### config.mk
export PLATFORM = sky130hd
export DESIGN_NAME = oled_pwr_seq
export DESIGN_NICKNAME = d
export VERILOG_FILES = /design/src/rtl/oled_seq_pkg.sv /design/src/rtl/oled_step_rom.sv /design/src/rtl/oled_delay_timer.sv /design/src/rtl/oled_byte_port.sv /design/src/rtl/oled_pwr_seq.sv
export SDC_FILE = /design/constraint.sdc
export NUM_CORES = 1
export LEC_CHECK = 0
export ABC_AREA = 1
export ABC_CLOCK_PERIOD_IN_PS = 4050
export BUFFER_PORTS_ARGS = -buffer_cell sky130_fd_sc_hd__buf_4
export CORE_UTILIZATION = 60
export DETAILED_ROUTE_END_ITERATION = 10
export PLACE_DENSITY = 0.78
export SLEW_MARGIN = 15
export SYNTH_ARGS = -nofsm -noshare
export SYNTH_HDL_FRONTEND = slang
export SYNTH_HIERARCHICAL = 1
export SYNTH_SLANG_ARGS = --single-unit
### constraint.sdc
create_clock -name clk -period 4.05 [get_ports clk]
set_clock_uncertainty 0.05 [all_clocks]
set_input_delay 0.81 -clock clk [delete_from_list [all_inputs] [get_ports clk]]
set_output_delay 0.81 -clock clk [all_outputs]
set_load 0.02 [all_outputs]
### src/rtl/oled_seq_pkg.sv
package oled_seq_pkg;

    localparam int STEP_W = 6;

    typedef enum logic [2:0] {
        K_CMD     = 3'd0,
        K_PUMPARG = 3'd1,
        K_RAIL    = 3'd2,
        K_WAIT    = 3'd3,
        K_CLEAR   = 3'd4,
        K_END     = 3'd5
    } step_kind_t;

    typedef struct packed {
        step_kind_t  kind;
        logic        pump_only;
        logic [7:0]  arg;
    } step_t;

    typedef enum logic [1:0] {
        STAT_OFF   = 2'd0,
        STAT_BUSY  = 2'd1,
        STAT_ON    = 2'd2,
        STAT_SLEEP = 2'd3
    } status_t;

    // rail action codes carried in arg of a K_RAIL entry
    localparam logic [7:0] RAIL_LOGIC_ON  = 8'd0;
    localparam logic [7:0] RAIL_RST_REL   = 8'd1;
    localparam logic [7:0] RAIL_PANEL_ON  = 8'd2;
    localparam logic [7:0] RAIL_PANEL_OFF = 8'd3;
    localparam logic [7:0] RAIL_LOGIC_OFF = 8'd4;

    localparam logic [7:0] WAIT_SHORT = 8'd0;
    localparam logic [7:0] WAIT_LONG  = 8'd1;

    localparam logic [7:0] PUMP_OFF_ARG = 8'h10;
    localparam logic [7:0] PUMP_ON_ARG  = 8'h14;

    // program entry points in the step table
    localparam logic [STEP_W-1:0] PROG_UP    = 6'd0;
    localparam logic [STEP_W-1:0] PROG_DOWN  = 6'd31;
    localparam logic [STEP_W-1:0] PROG_SLEEP = 6'd38;
    localparam logic [STEP_W-1:0] PROG_WAKE  = 6'd43;

    function automatic step_t mk_step(step_kind_t k, logic p, logic [7:0] a);
        step_t s;
        s.kind      = k;
        s.pump_only = p;
        s.arg       = a;
        return s;
    endfunction

endpackage

### src/rtl/oled_step_rom.sv
module oled_step_rom
    import oled_seq_pkg::*;
(
    input  logic [STEP_W-1:0] idx,
    output step_t             entry
);

    function automatic step_t cmd(logic [7:0] b);
        return mk_step(K_CMD, 1'b0, b);
    endfunction

    function automatic step_t pcmd(logic [7:0] b);
        return mk_step(K_CMD, 1'b1, b);
    endfunction

    function automatic step_t rail(logic [7:0] a);
        return mk_step(K_RAIL, 1'b0, a);
    endfunction

    function automatic step_t fin(status_t s);
        return mk_step(K_END, 1'b0, {6'd0, 2'(s)});
    endfunction

    always_comb begin
        case (idx)
            // power-up
            6'd0:  entry = rail(RAIL_LOGIC_ON);
            6'd1:  entry = mk_step(K_WAIT, 1'b0, WAIT_SHORT);
            6'd2:  entry = rail(RAIL_RST_REL);
            6'd3:  entry = mk_step(K_WAIT, 1'b0, WAIT_SHORT);
            6'd4:  entry = cmd(8'hAE);
            6'd5:  entry = cmd(8'hD5);
            6'd6:  entry = cmd(8'h80);
            6'd7:  entry = cmd(8'hA8);
            6'd8:  entry = cmd(8'h0F);
            6'd9:  entry = cmd(8'hD3);
            6'd10: entry = cmd(8'h00);
            6'd11: entry = cmd(8'h40);
            6'd12: entry = cmd(8'h8D);
            6'd13: entry = mk_step(K_PUMPARG, 1'b0, 8'h00);
            6'd14: entry = cmd(8'hA1);
            6'd15: entry = cmd(8'hC8);
            6'd16: entry = cmd(8'hDA);
            6'd17: entry = cmd(8'h02);
            6'd18: entry = cmd(8'hDB);
            6'd19: entry = cmd(8'h20);
            6'd20: entry = cmd(8'hD9);
            6'd21: entry = cmd(8'hF1);
            6'd22: entry = cmd(8'h81);
            6'd23: entry = cmd(8'hAF);
            6'd24: entry = cmd(8'hA4);
            6'd25: entry = cmd(8'hA6);
            6'd26: entry = mk_step(K_CLEAR, 1'b0, 8'h00);
            6'd27: entry = rail(RAIL_PANEL_ON);
            6'd28: entry = mk_step(K_WAIT, 1'b0, WAIT_LONG);
            6'd29: entry = cmd(8'hAF);
            6'd30: entry = fin(STAT_ON);
            // power-down
            6'd31: entry = cmd(8'hAE);
            6'd32: entry = pcmd(8'h8D);
            6'd33: entry = pcmd(PUMP_OFF_ARG);
            6'd34: entry = rail(RAIL_PANEL_OFF);
            6'd35: entry = mk_step(K_WAIT, 1'b0, WAIT_LONG);
            6'd36: entry = rail(RAIL_LOGIC_OFF);
            6'd37: entry = fin(STAT_OFF);
            // sleep entry
            6'd38: entry = cmd(8'hAE);
            6'd39: entry = pcmd(8'h8D);
            6'd40: entry = pcmd(PUMP_OFF_ARG);
            6'd41: entry = rail(RAIL_PANEL_OFF);
            6'd42: entry = fin(STAT_SLEEP);
            // sleep exit
            6'd43: entry = pcmd(8'h8D);
            6'd44: entry = pcmd(PUMP_ON_ARG);
            6'd45: entry = rail(RAIL_PANEL_ON);
            6'd46: entry = mk_step(K_WAIT, 1'b0, WAIT_LONG);
            6'd47: entry = cmd(8'hAF);
            6'd48: entry = fin(STAT_ON);
            default: entry = fin(STAT_OFF);
        endcase
    end

endmodule

### src/rtl/oled_delay_timer.sv
module oled_delay_timer #(
    parameter int unsigned SHORT_CYC = 3,
    parameter int unsigned LONG_CYC  = 5_000_000
) (
    input  logic clk,
    input  logic rst_n,
    input  logic load,
    input  logic sel_long,
    output logic done
);

    localparam int unsigned MAX_CYC = (LONG_CYC > SHORT_CYC) ? LONG_CYC : SHORT_CYC;
    localparam int          TW      = $clog2(MAX_CYC + 1);

    logic [TW-1:0] cnt;

    always_ff @(posedge clk or negedge rst_n) begin
        if (!rst_n) begin
            cnt <= '0;
        end else if (load) begin
            cnt <= sel_long ? TW'(LONG_CYC) : TW'(SHORT_CYC);
        end else if (cnt != '0) begin
            cnt <= cnt - 1'b1;
        end
    end

    assign done = (cnt == '0) && !load;

    // the sequencer must never restart a wait that is still running
    assert_timer_idle_on_load_R5: assert property (@(posedge clk) disable iff (!rst_n)
        load |-> cnt == '0);

endmodule

### src/rtl/oled_byte_port.sv
module oled_byte_port (
    input  logic       clk,
    input  logic       rst_n,
    input  logic       start,
    input  logic [7:0] byte_in,
    input  logic       wr_ack,
    input  logic       wr_nack,
    output logic       wr_req,
    output logic [7:0] wr_data,
    output logic       done,
    output logic       nacked
);

    always_ff @(posedge clk or negedge rst_n) begin
        if (!rst_n) begin
            wr_req  <= 1'b0;
            wr_data <= 8'h00;
        end else if (start) begin
            wr_req  <= 1'b1;
            wr_data <= byte_in;
        end else if (wr_req && (wr_ack || wr_nack)) begin
            wr_req  <= 1'b0;
        end
    end

    assign done   = wr_req && wr_ack && !wr_nack;
    assign nacked = wr_req && wr_nack;

    assert_req_hold_R11: assert property (@(posedge clk) disable iff (!rst_n)
        wr_req && !wr_ack && !wr_nack |=> wr_req && $stable(wr_data));

    assert_req_drop_R11: assert property (@(posedge clk) disable iff (!rst_n)
        wr_req && (wr_ack || wr_nack) |=> !wr_req);

    assert_no_restart_R11: assert property (@(posedge clk) disable iff (!rst_n)
        start |-> !wr_req);

endmodule

### src/rtl/oled_pwr_seq.sv
module oled_pwr_seq
    import oled_seq_pkg::*;
#(
    parameter int unsigned CLK_HZ   = 50_000_000,
    parameter int unsigned RESET_US = 3,
    parameter int unsigned RAIL_MS  = 100
) (
    input  logic       clk,
    input  logic       rst_n,
    input  logic       pump_mode,
    input  logic       up_req,
    input  logic       down_req,
    input  logic       sleep_req,
    input  logic       wake_req,
    output logic       cmd_req,
    output logic [7:0] cmd_byte,
    input  logic       cmd_ack,
    input  logic       cmd_nack,
    output logic       clr_req,
    input  logic       clr_done,
    output logic       logic_en,
    output logic       panel_en,
    output logic       panel_rst_n,
    output logic       busy,
    output logic [1:0] status,
    output logic       fault
);

    localparam int unsigned SHORT_RAW = (CLK_HZ * RESET_US + 999_999) / 1_000_000;
    localparam int unsigned SHORT_CYC = (SHORT_RAW < 1) ? 1 : SHORT_RAW;
    localparam int unsigned LONG_RAW  = (CLK_HZ / 1000) * RAIL_MS;
    localparam int unsigned LONG_CYC  = (LONG_RAW < 1) ? 1 : LONG_RAW;

    typedef enum logic [2:0] {
        S_OFF, S_FETCH, S_SEND, S_WAIT, S_CLEAR, S_ON, S_SLEEP
    } state_t;

    state_t            state, state_nx;
    logic [STEP_W-1:0] step;
    step_t             entry;
    logic              mode_q;
    logic              logic_q, panel_q, prst_q, fault_q, clr_q;
    logic              acc_up, acc_dn, acc_sl, acc_wk;
    logic              is_byte, skip, byte_start, tmr_load, tmr_done;
    logic              bp_done, bp_nack;
    logic [7:0]        byte_val;
    status_t           stat;

    oled_step_rom u_rom (
        .idx   (step),
        .entry (entry)
    );

    oled_delay_timer #(
        .SHORT_CYC (SHORT_CYC),
        .LONG_CYC  (LONG_CYC)
    ) u_timer (
        .clk      (clk),
        .rst_n    (rst_n),
        .load     (tmr_load),
        .sel_long (entry.arg[0]),
        .done     (tmr_done)
    );

    oled_byte_port u_port (
        .clk     (clk),
        .rst_n   (rst_n),
        .start   (byte_start),
        .byte_in (byte_val),
        .wr_ack  (cmd_ack),
        .wr_nack (cmd_nack),
        .wr_req  (cmd_req),
        .wr_data (cmd_byte),
        .done    (bp_done),
        .nacked  (bp_nack)
    );

    // request acceptance and step decode
    always_comb begin
        acc_up     = (state == S_OFF) && up_req;
        acc_dn     = ((state == S_ON) || (state == S_SLEEP)) && down_req;
        acc_sl     = (state == S_ON) && sleep_req && !down_req;
        acc_wk     = (state == S_SLEEP) && wake_req && !down_req;
        is_byte    = (entry.kind == K_CMD) || (entry.kind == K_PUMPARG);
        skip       = is_byte && entry.pump_only && !mode_q;
        byte_start = (state == S_FETCH) && is_byte && !skip;
        tmr_load   = (state == S_FETCH) && (entry.kind == K_WAIT);
        byte_val   = (entry.kind == K_PUMPARG) ? (mode_q ? PUMP_ON_ARG : PUMP_OFF_ARG)
                                               : entry.arg;
    end

    // state register
    always_ff @(posedge clk or negedge rst_n) begin
        if (!rst_n) state <= S_OFF;
        else        state <= state_nx;
    end

    // next state
    always_comb begin
        state_nx = state;
        unique case (state)
            S_OFF:   if (acc_up) state_nx = S_FETCH;
            S_ON:    if (acc_dn || acc_sl) state_nx = S_FETCH;
            S_SLEEP: if (acc_dn || acc_wk) state_nx = S_FETCH;
            S_FETCH: begin
                unique case (entry.kind)
                    K_CMD, K_PUMPARG: state_nx = skip ? S_FETCH : S_SEND;
                    K_RAIL:           state_nx = S_FETCH;
                    K_WAIT:           state_nx = S_WAIT;
                    K_CLEAR:          state_nx = S_CLEAR;
                    K_END: begin
                        case (entry.arg[1:0])
                            STAT_ON:    state_nx = S_ON;
                            STAT_SLEEP: state_nx = S_SLEEP;
                            default:    state_nx = S_OFF;
                        endcase
                    end
                    default:          state_nx = S_OFF;
                endcase
            end
            S_SEND: begin
                if (bp_nack)      state_nx = S_OFF;
                else if (bp_done) state_nx = S_FETCH;
            end
            S_WAIT:  if (tmr_done) state_nx = S_FETCH;
            S_CLEAR: if (clr_done) state_nx = S_FETCH;
            default: state_nx = S_OFF;
        endcase
    end

    // step counter, rails, mode latch, clear request, fault
    always_ff @(posedge clk or negedge rst_n) begin
        if (!rst_n) begin
            step    <= PROG_UP;
            mode_q  <= 1'b0;
            logic_q <= 1'b0;
            panel_q <= 1'b0;
            prst_q  <= 1'b0;
            fault_q <= 1'b0;
            clr_q   <= 1'b0;
        end else begin
            if (acc_up) begin
                step    <= PROG_UP;
                mode_q  <= pump_mode;
                fault_q <= 1'b0;
            end else if (acc_dn) begin
                step <= PROG_DOWN;
            end else if (acc_sl) begin
                step <= PROG_SLEEP;
            end else if (acc_wk) begin
                step <= PROG_WAKE;
            end

            if (state == S_FETCH) begin
                if (entry.kind == K_RAIL) begin
                    step <= step + 1'b1;
                    case (entry.arg)
                        RAIL_LOGIC_ON:  logic_q <= 1'b1;
                        RAIL_RST_REL:   prst_q  <= 1'b1;
                        RAIL_PANEL_ON:  panel_q <= 1'b1;
                        RAIL_PANEL_OFF: panel_q <= 1'b0;
                        RAIL_LOGIC_OFF: begin
                            prst_q  <= 1'b0;
                            logic_q <= 1'b0;
                        end
                        default: ;
                    endcase
                end else if (skip) begin
                    step <= step + 1'b1;
                end
                if (entry.kind == K_CLEAR) clr_q <= 1'b1;
            end

            if (state == S_WAIT && tmr_done) step <= step + 1'b1;

            if (state == S_CLEAR && clr_done) begin
                clr_q <= 1'b0;
                step  <= step + 1'b1;
            end

            if (state == S_SEND) begin
                if (bp_nack) begin
                    panel_q <= 1'b0;
                    prst_q  <= 1'b0;
                    logic_q <= 1'b0;
                    fault_q <= 1'b1;
                end else if (bp_done) begin
                    step <= step + 1'b1;
                end
            end
        end
    end

    // outputs
    always_comb begin
        unique case (state)
            S_OFF:   stat = STAT_OFF;
            S_ON:    stat = STAT_ON;
            S_SLEEP: stat = STAT_SLEEP;
            default: stat = STAT_BUSY;
        endcase
        status      = stat;
        busy        = (stat == STAT_BUSY);
        logic_en    = logic_q;
        panel_en    = panel_q;
        panel_rst_n = prst_q;
        fault       = fault_q;
        clr_req     = clr_q;
    end

    assert_panel_needs_logic_R13: assert property (@(posedge clk) disable iff (!rst_n)
        panel_en |-> logic_en && panel_rst_n);

    assert_cmd_needs_logic_R2: assert property (@(posedge clk) disable iff (!rst_n)
        cmd_req |-> logic_en && panel_rst_n);

    assert_logic_after_panel_R6: assert property (@(posedge clk) disable iff (!rst_n)
        $fell(logic_en) |-> !$past(panel_en) || fault);

    assert_on_rails_R5: assert property (@(posedge clk) disable iff (!rst_n)
        status == STAT_ON |-> panel_en && logic_en && panel_rst_n);

    assert_sleep_rails_R7: assert property (@(posedge clk) disable iff (!rst_n)
        status == STAT_SLEEP |-> logic_en && !panel_en && panel_rst_n);

    assert_clear_before_panel_R4: assert property (@(posedge clk) disable iff (!rst_n)
        clr_req |-> !panel_en);

    assert_abort_rails_R10: assert property (@(posedge clk) disable iff (!rst_n)
        $rose(fault) |-> !logic_en && !panel_en && !panel_rst_n && status == STAT_OFF);

endmodule

==> results of run 1 <==
==> per-stage QoR <==
step                hold WS [ns]  area (µm²)  std cells  setup slack [ns]
floorplan                  0.431        3940        603              1.38
global placement           0.406        4130        696             0.987
detailed placement         0.410        4130        696             0.815
CTS                        0.432        4240        704             0.810
global route               0.466        4240        704             0.315
finish                     0.427        4240        704             0.699
==> Yosys cell counts, drive strengths merged (3+ instances only) <==
cell,instances,area share (%)
o211ai,5,0.95
nor3,12,1.8
nand2,195,20
nor2,100,12
clkinv,3,0.29
nand3,59,8.1
dfrtp,47,30
or2,3,0.48
xor2,13,2.9
a21oi,22,3.2
ha,9,2.9
nand4,15,2.4
buf,13,3.4
inv,75,7.4
o21ai,27,3.5
==> cell type report <==
cell class | count | share of cell area [%]
Clock inverter | 3 | 1.09
Multi-Input combinational cell | 464 | 54.8
Clock buffer | 5 | 1.62
Timing Repair Buffer | 30 | 5.31
Inverter | 78 | 7.14
Sequential cell | 47 | 27.7
Tap cell | 77 | 2.27
==> how the worst max path moves through the flow <==
stage / startpoint / end / slack, ns / cells after the start
3_5_place_dp: step[0]$_DFF_PN0_ / u_timer/cnt[19]$_DFFE_PN0N_ / 0.82 / 16
4_1_cts: step[0]$_DFF_PN0_ / u_timer/cnt[19]$_DFFE_PN0N_ / 0.81 / 16
3_3_place_gp: step[0]$_DFF_PN0_ / state[2]$_DFFE_PN0P_ / 0.99 / 19
5_1_grt: step[0]$_DFF_PN0_ / u_timer/cnt[22]$_DFFE_PN0N_ / 0.32 / 16
2_1_floorplan: step[0]$_DFF_PN0_ / step[5]$_DFF_PN0_ / 1.38 / 20
6_report: step[0]$_DFF_PN0_ / u_timer/cnt[19]$_DFFE_PN0N_ / 0.70 / 16
==> cells in the final DEF (no fill, tap or decap), types with 10 or more instances in the layout <==
cell type / count
nand2_1: 184
nor2_1: 77
inv_1: 62
nand3_1: 56
dfrtp_1: 47
buf_4: 30
a21oi_1: 18
o21ai_0: 17
nor2_2: 15
nand4_1: 15
xor2_1: 13
inv_2: 11
nor3_1: 10
==> sequential cells by signal (all words and copies together), names as in the netlist <==
name / cells
clr_req: 1
fault: 1
step: 6
mode_q: 1
state: 3
u_port/wr_data: 8
logic_en: 1
panel_en: 1
u_port/wr_req: 1
panel_rst_n: 1
u_timer/cnt: 23
==> metal layers <==
layer | up-vias | share of wire, % | GRT usage [%]
met1 | 1755 | 48 | 45.0
met4 | 0 | 0.89 | 7.37
met5 | - | 0 | 0
met2 | 151 | 44 | 45.9
li1 | 1947 | - | -
met3 | 8 | 6.9 | 5.17
==> report_power, final <==
| part | internal (W) | total, W | switching, W |
|---|---|---|---|
| Sequential | 0.000673 | 0.000953 | 0.000280 |
| Clock | 0.000186 | 0.000355 | 0.000169 |
| Combinational | 0.000729 | 0.00215 | 0.00142 |
| Total | 0.00159 | 0.00346 | 0.00187 |
==> cells by family after synthesis <==
| group | after synthesis |
|---|---|
| flops | 47 |
| buf+inv | 92 |
| fa+ha+maj | 9 |
| xor+xnor | 15 |
| compound gates | 54 |
| simple gates | 386 |
==> worst max-delay path: stages (launching register included) <==
cell and delay, ns:
dfrtp_1 0.54, inv_1 0.22, ha_1 0.33, inv_1 0.07, nand2_1 0.11, o21ai_0 0.12, nand2_1 0.10, nand3_1 0.07
nand2_1 0.19, nand3_1 0.13, nor2_1 0.13, buf_4 0.22, clkinv_1 0.33, nor2_1 0.29, inv_1 0.12, nand2_1 0.17
nor2_1 0.08
==> run_results.csv, run 1 <==
group,metric,value,unit
status,status,"completed",
run,maxCapViolCount,0,
clocking,cts_made_buffers,5,
worst_hold_path,hp-start,"u_port/wr_data[2]$_DFFE_PN0P_",
synthesis,synth_seq_cells,47,
synthesis,yosysSeqAreaShare,29.8,%
placement,hpwl,7630,µm
worst_setup_path,criticalPathCategory,"reg2reg",
synthesis,synth_area,0.00394,mm²
synthesis,ys_types,35,
global_routing,grt_max_degree,48,
synthesis,synthCells,603,
synthesis,syn_nets,622,
die,io_pins,27,
power,p_total,0.00346,W
synthesis,syn_avg_cell_area,6.54,µm²
detailed_routing,wirelength,9970,µm
clocking,holdBufCountCts,0,
timing,setup_viol,0,
cells_and_area,final_core_util,66.8,%
synthesis,synth_top_family_by_area,"simple AND/OR/NAND/NOR gates",
die,die_area,0.00690,mm²
synthesis,ys.flop_type,"dfrtp_1",
synthesis,synth_xor_area_share,3.33,%
placement,gp_congestion,0.930,
synthesis,synth_edf_count,0,
timing,final.period_utilization,82.7,%
clocking,clk_pin_slew,0.09,ns
worst_setup_path,endpoint_kind,"flip-flop",
detailed_routing,dr_total_vias,3861,
cells_and_area,multi_input_area,0.00232,mm²
detailed_routing,drc,0,
die,rows,29,
detailed_routing,avgRoutedWirePerCell,14.2,µm
clocking,cts.repair.resized,0,
clocking,cts-root-buf,"clkbuf_8",
placement,port_buffers,26,
cells_and_area,area_growth,7.55,%
cells_and_area,nets,645,
clocking,numClockSinks,47,
cells_and_area,fillers,575,
timing,period_minus_slack,3.35,ns
cells_and_area,drive_gt1_share,15.6,%
power,ir_worst_vdd,469,µV
timing,maxSlewViolCount,0,
worst_setup_path,r2r_start,"step[0]$_DFF_PN0_",
detailed_routing,drt_first_pass_iters,6,
cells_and_area,regArea,0.00118,mm²
worst_setup_path,crit_required,4.19,ns
worst_setup_path,cp-start-kind,"flip-flop",
global_routing,antenna_found_initial,0,
timing,clock.fmax,298,MHz
global_routing,grt_overflow,0,
die,fp.dieW,83.1,µm
detailed_routing,drt_iter0_drc,304,
clocking,clock_latency,0.30,ns
cells_and_area,antenna_cells,0,
power,power_density,815,mW/mm²
clocking,cts_buffer_depth,2,
worst_setup_path,crit_path_max_fanout,12,
die,core_area,0.00635,mm²
synthesis,synth-compound-area-share,7.65,%
die,initial_utilization,62.1,%
timing,worstMarginPinSlew,0.908,ns
detailed_routing,ant_nets,0,
synthesis,synth-simple-area-share,45.1,%
timing,finalSetupTns,0,ns
timing,timing_hold_violations_final,0,
worst_setup_path,regToRegSetupSlack,0.70,ns
clocking,h-tree-depth,2,
detailed_routing,viasPerCell,5.48,
synthesis,synth_mux_area_share,0,%
worst_hold_path,hold_end,"u_port/wr_data[2]$_DFFE_PN0P_",
synthesis,yosys_warnings,6,
global_routing,grt.total_usage,30.3,%
power,p_leak,2.23,nW
worst_setup_path,reg2regPathDepth,16,
global_routing,grt_pass1_wl,17000,µm
global_routing,grt_pass1_vias,3630,
synthesis,yosys.area_share.adder,2.86,%
die,die_h,83.1,µm
synthesis,synthArstFlopShare,100,%
timing,rsz0062_at_grt,"false",
worst_hold_path,hold_path.class,"reg2reg",
worst_hold_path,holdPathStages,2,
clocking,postCtsSetupBuffers,0,
timing,slew_headroom,39.5,%
worst_setup_path,rr_endpoint,"u_timer/cnt[19]$_DFFE_PN0N_",
clocking,cts_tree,"done",
worst_setup_path,arrival,3.49,ns
(Power assumes the default switching activity.)
==> run 2: changes to the inputs <==
--- a/config.mk
+++ b/config.mk
@@ -6,7 +6,7 @@
 export NUM_CORES = 1
 export LEC_CHECK = 0
 export ABC_AREA = 1
-export ABC_CLOCK_PERIOD_IN_PS = 4050
+export ABC_CLOCK_PERIOD_IN_PS = 3100
 export BUFFER_PORTS_ARGS = -buffer_cell sky130_fd_sc_hd__buf_4
 export CORE_UTILIZATION = 60
 export DETAILED_ROUTE_END_ITERATION = 10
==> constraint.sdc (replaced) <==
create_clock -name clk -period 3.1 [get_ports clk]
set_clock_uncertainty 0.05 [all_clocks]
set_input_delay 0.62 -clock clk [delete_from_list [all_inputs] [get_ports clk]]
set_output_delay 0.62 -clock clk [all_outputs]
set_load 0.02 [all_outputs]
==> run_results.csv, run 2 (same netlist as run 1, synthesis figures left out) <==
group,metric,value,unit
status,status,"completed",
power,p_int,0.00217,W
die,fp.dieW,83.1,µm
timing,timing_hold_violations_final,0,
timing,setup_ws,0.273,ns
detailed_routing,drt_first_pass_iters,5,
timing,worstMarginPinSlew,0.601,ns
die,die_h,83.1,µm
die,core_area,0.00635,mm²
power,p_leak,2.29,nW
cells_and_area,layout_commonest_cell,"nand2_1",
global_routing,grt.total_usage,31.7,%
worst_setup_path,cp-start-kind,"flip-flop",
cells_and_area,area_growth,9.81,%
detailed_routing,viasPerCell,5.69,
global_routing,antenna_found_initial,0,
clocking,clock_latency,0.31,ns
cells_and_area,fillers,573,
cells_and_area,regArea,0.00118,mm²
timing,setup_viol,0,
timing,maxSlewViolCount,0,
cells_and_area,largest_register_ffs,23,
clocking,cts-root-buf,"clkbuf_8",
global_routing,grt_pass1_vias,3812,
power,clkPwrFrac,10.4,%
cells_and_area,layoutNonFillerInstCount,715,
detailed_routing,wirelength,10500,µm
worst_setup_path,endpoint_kind,"flip-flop",
power,p_total,0.00467,W
timing,slew_headroom,59.9,%
cells_and_area,drive_gt1_share,17.1,%
clocking,h-tree-depth,2,
detailed_routing,avgRoutedWirePerCell,14.6,µm
power,comb_power_share,64.5,%
worst_setup_path,arrival,2.99,ns
power,power_density,1080,mW/mm²
die,io_pins,27,
worst_hold_path,hold_path.class,"in2async",
placement,place_inst,707,
detailed_routing,ant_nets,0,
cells_and_area,largest_registers,"u_timer/cnt (23), u_port/wr_data (8), step (6)",
die,initial_utilization,62.1,%
placement,port_buffers,26,
cells_and_area,nets,656,
clocking,cts_buffer_depth,2,
run,maxCapViolCount,0,
die,die_area,0.00690,mm²
timing,finalSetupTns,0,ns
detailed_routing,drt_iter0_drc,418,
power,ir_worst_vdd,842,µV
timing,clock.fmax,354,MHz
timing,rsz0062_at_grt,"false",
detailed_routing,dr_total_vias,4070,
cells_and_area,layout_common_cells,"184 x nand2_1, 77 x nor2_1, 62 x inv_1",
global_routing,grt_pass1_wl,17900,µm
global_routing,grt_overflow,0,
detailed_routing,drc,0,
clocking,clk_pin_slew,0.09,ns
power,swShare,53.5,%
power,p_sw,0.00250,W
timing,final.period_utilization,91.2,%
cells_and_area,multi_input_area,0.00232,mm²
die,rows,29,
clocking,holdBufCountCts,0,
placement,place_ws,0.372,ns
clocking,cts.repair.resized,0,
power,p_seq_share,25.1,%
clocking,cts_made_buffers,5,
placement,hpwl,8180,µm
timing,period_minus_slack,2.83,ns
global_routing,grt_max_degree,48,
placement,gp_congestion,1.01,
worst_setup_path,criticalPathCategory,"reg2reg",
clocking,postCtsSetupBuffers,0,
worst_setup_path,crit_required,3.26,ns
cells_and_area,antenna_cells,0,
cells_and_area,largest_register,"u_timer/cnt",
clocking,numClockSinks,47,
clocking,cts_tree,"done",
worst_setup_path,crit_path_max_fanout,11,
run 2: cell type report:
| cell class | count | share of cell area, % |
|---|---|---|
| clock buffers | 6 | 1.91 |
| clock inverters | 2 | 0.896 |
| inverters | 78 | 6.99 |
| multi-input cells | 464 | 53.7 |
| flip-flops and latches | 47 | 27.2 |
| well taps | 77 | 2.23 |
| repair buffers | 41 | 7.11 |
run 2: power by group through the flow:
| stage | logic, W | registers (W) | clock network (W) |
|---|---|---|---|
| after floorplan | 0.00219 | 0.00117 | 0 |
| after global placement | 0.00288 | 0.00116 | 0 |
| after detailed placement | 0.00293 | 0.00117 | 0 |
| after CTS | 0.00296 | 0.00116 | 0.000498 |
| after global routing | 0.00337 | 0.00121 | 0.000516 |
| final | 0.00301 | 0.00117 | 0.000486 |
run 2: metrics by stage:
step                hold WS [ns]  cell area [µm²]  util (%)
floorplan                  0.274             3940         -
global placement           0.405             4210      66.3
detailed placement         0.411             4210      66.3
CTS                        0.283             4330      68.2
global route               0.317             4330      68.2
finish                     0.263             4330      68.2
run 2: critical path: stages (launching register included):
cell,delay (ns)
dfrtp_1,0.53
buf_4,0.25
nand2_2,0.09
inv_2,0.05
nand2_1,0.08
o21ai_1,0.07
o21ai_1,0.12
inv_1,0.09
inv_2,0.10
nand3_1,0.10
nor2_1,0.40
clkinv_1,0.16
nor2_1,0.25
inv_1,0.13
o21ai_0,0.10
nand2_1,0.07
o21ai_0,0.10
run 2: final timing paths:
path | start | endpoint | slack (ns) | cells past startpoint
min | rst_n | u_port/wr_data[5]$_DFFE_PN0P_ | 0.26 | 1
min in group clk | u_port/wr_data[5]$_DFFE_PN0P_ | u_port/wr_data[5]$_DFFE_PN0P_ | 0.43 | 2
max | step[2]$_DFF_PN0_ | u_timer/cnt[1]$_DFFE_PN0N_ | 0.27 | 16
max in group asynchronous | rst_n | u_timer/cnt[12]$_DFFE_PN0N_ | 2.33 | 1
max reg2reg | step[2]$_DFF_PN0_ | u_timer/cnt[1]$_DFFE_PN0N_ | 0.27 | 16
min reg2reg | u_port/wr_data[5]$_DFFE_PN0P_ | u_port/wr_data[5]$_DFFE_PN0P_ | 0.43 | 2
run 2: layer usage:
layer	GRT usage [%]	up-vias	wire, µm
met5	0	-	0
met1	45.9	1878	4750
met2	49.7	209	4700
met4	7.21	0	85
met3	5.37	14	925
li1	-	1969	-
==> run 3: changes to the inputs <==
--- a/config.mk
+++ b/config.mk
@@ -6,11 +6,11 @@
 export NUM_CORES = 1
 export LEC_CHECK = 0
 export ABC_AREA = 1
-export ABC_CLOCK_PERIOD_IN_PS = 3100
-export BUFFER_PORTS_ARGS = -buffer_cell sky130_fd_sc_hd__buf_4
+export ABC_CLOCK_PERIOD_IN_PS = 3400
 export CORE_UTILIZATION = 60
 export DETAILED_ROUTE_END_ITERATION = 10
-export PLACE_DENSITY = 0.78
+export DONT_BUFFER_PORTS = 1
+export PLACE_DENSITY = 0.75
 export SLEW_MARGIN = 15
 export SYNTH_ARGS = -nofsm -noshare
 export SYNTH_HDL_FRONTEND = slang
==> constraint.sdc (replaced) <==
create_clock -name clk -period 3.4 [get_ports clk]
set_clock_uncertainty 0.05 [all_clocks]
set_input_delay 0.68 -clock clk [delete_from_list [all_inputs] [get_ports clk]]
set_output_delay 0.68 -clock clk [all_outputs]
set_load 0.02 [all_outputs]
==> run_results.csv, run 3 (same netlist as run 1, synthesis figures left out) <==
group,metric,value,unit
worst_setup_path,arrival,3.25,ns
global_routing,antenna_found_initial,0,
die,initial_utilization,62.1,%
clocking,cts_made_buffers,5,
die,die_h,83.1,µm
placement,place_inst,674,
die,rows,29,
clocking,cts-root-buf,"clkbuf_8",
cells_and_area,nets,624,
power,power_density,967,mW/mm²
worst_setup_path,endpoint_kind,"flip-flop",
global_routing,grt.total_usage,29.7,%
die,fp.dieW,83.1,µm
detailed_routing,drt_first_pass_iters,5,
placement,hpwl,7690,µm
cells_and_area,layoutNonFillerInstCount,683,
timing,timing_hold_violations_final,0,
detailed_routing,viasPerCell,5.57,
cells_and_area,largest_register_ffs,23,
cells_and_area,finalInstanceArea,0.00406,mm²
worst_setup_path,criticalPathCategory,"reg2reg",
cells_and_area,fillers,610,
global_routing,grt_pass1_wl,16800,µm
detailed_routing,wirelength,9870,µm
run,maxCapViolCount,0,
power,p_total,0.00392,W
worst_setup_path,cp-start-kind,"flip-flop",
clocking,clock_latency,0.29,ns
timing,finalSetupTns,0,ns
timing,period_minus_slack,3.09,ns
cells_and_area,area_growth,2.86,%
cells_and_area,drive_gt1_share,12.4,%
timing,rsz0062_at_grt,"false",
cells_and_area,antenna_cells,0,
clocking,h-tree-depth,2,
clocking,clk_pin_slew,0.10,ns
die,core_area,0.00635,mm²
timing,final.period_utilization,90.7,%
clocking,postCtsSetupBuffers,0,
detailed_routing,ant_nets,0,
clocking,numClockSinks,47,
global_routing,grt_max_degree,48,
timing,clock.fmax,324,MHz
cells_and_area,layout_commonest_cell,"nand2_1",
placement,port_buffers,0,
status,status,"completed",
die,die_area,0.00690,mm²
worst_setup_path,regToRegSetupSlack,0.31,ns
detailed_routing,dr_total_vias,3807,
cells_and_area,largest_registers,"u_timer/cnt (23), u_port/wr_data (8), step (6)",
worst_setup_path,crit_required,3.56,ns
placement,gp_congestion,0.952,
cells_and_area,layout_common_cells,"184 x nand2_1, 77 x nor2_1, 62 x inv_1",
detailed_routing,drt_iter0_drc,250,
clocking,cts_tree,"done",
timing,maxSlewViolCount,0,
die,io_pins,27,
cells_and_area,final_core_util,63.9,%
global_routing,grt_overflow,0,
detailed_routing,drc,0,
timing,worstMarginPinSlew,0.637,ns
power,ir_worst_vdd,504,µV
placement,placed_area,0.00396,mm²
detailed_routing,avgRoutedWirePerCell,14.5,µm
cells_and_area,largest_register,"u_timer/cnt",
worst_setup_path,crit_path_max_fanout,7,
timing,setup_viol,0,
clocking,cts_buffer_depth,2,
worst_hold_path,hold_path.class,"in2async",
power,p_leak,2.11,nW
timing,slew_headroom,57.4,%
global_routing,grt_pass1_vias,3530,
## run 3: what timing repair did
action / 4_1_cts / 5_1_grt
endpoints found under the hold margin: 0 / 4
hold buffers: 0 / 1
gates resized for setup: 0 / 0
## run 3: critical path: stages (launching register included)
cell and delay, ns:
dfrtp_1 0.39, inv_1 0.14, ha_1 0.36, inv_1 0.07, nand2_1 0.11, o21ai_0 0.11, nand2_1 0.08, nand3_1 0.06
nand2_1 0.18, nand3_1 0.12, nor2_1 0.38, clkinv_1 0.30, nor2_1 0.25, inv_1 0.12, o21ai_0 0.12, nand2_1 0.08
o21ai_0 0.07
## run 3: cell type report
class / instances / area [µm²] / area share (%)
multi-input cells: 464 / 2320 / 57.3
flip-flops and latches: 47 / 1180 / 29.0
inverters: 78 / 303 / 7.47
clock inverters: 2 / 12.5 / 0.309
clock buffers: 6 / 72.6 / 1.79
well taps: 77 / 96.3 / 2.38
repair buffers: 9 / 70.1 / 1.73
## run 3: per-layer routing
metal  vias to the layer above  GRT usage (%)  share of wire (%)
met5                         -              0                  0
met4                         0           8.15                1.7
met3                        14           4.67                6.4
met2                       134           48.3                 46
met1                      1751           41.1                 46
li1                       1908              -                  -
## run 3: path summary, 6_finish.rpt
check	start	cells past startpoint	to
setup reg to reg	step[0]$_DFF_PN0_	16	u_timer/cnt[1]$_DFFE_PN0N_
hold / removal	rst_n	0	u_port/wr_data[2]$_DFFE_PN0P_
max in group asynchronous	rst_n	1	panel_rst_n$_DFF_PN0_
hold reg to reg	u_timer/cnt[22]$_DFFE_PN0N_	2	u_timer/cnt[22]$_DFFE_PN0N_
setup / recovery	step[0]$_DFF_PN0_	16	u_timer/cnt[1]$_DFFE_PN0N_
min in group clk	u_timer/cnt[22]$_DFFE_PN0N_	2	u_timer/cnt[22]$_DFFE_PN0N_
## run 3: power by group
part	switching [W]	total [W]	internal, W
logic	0.00164	0.00243	0.000791
registers	0.000346	0.00115	0.000803
clock network	0.000199	0.000343	0.000144
total	0.00218	0.00392	0.00174
## run 3: stage by stage
step,setup slack (ns),hold slack [ns]
6_report,0.315,0.0163
5_1_grt,0.0461,-0.00246
4_1_cts,0.369,0.00623
3_5_place_dp,0.401,0.335
3_3_place_gp,0.528,0.335
2_1_floorplan,0.726,0.334
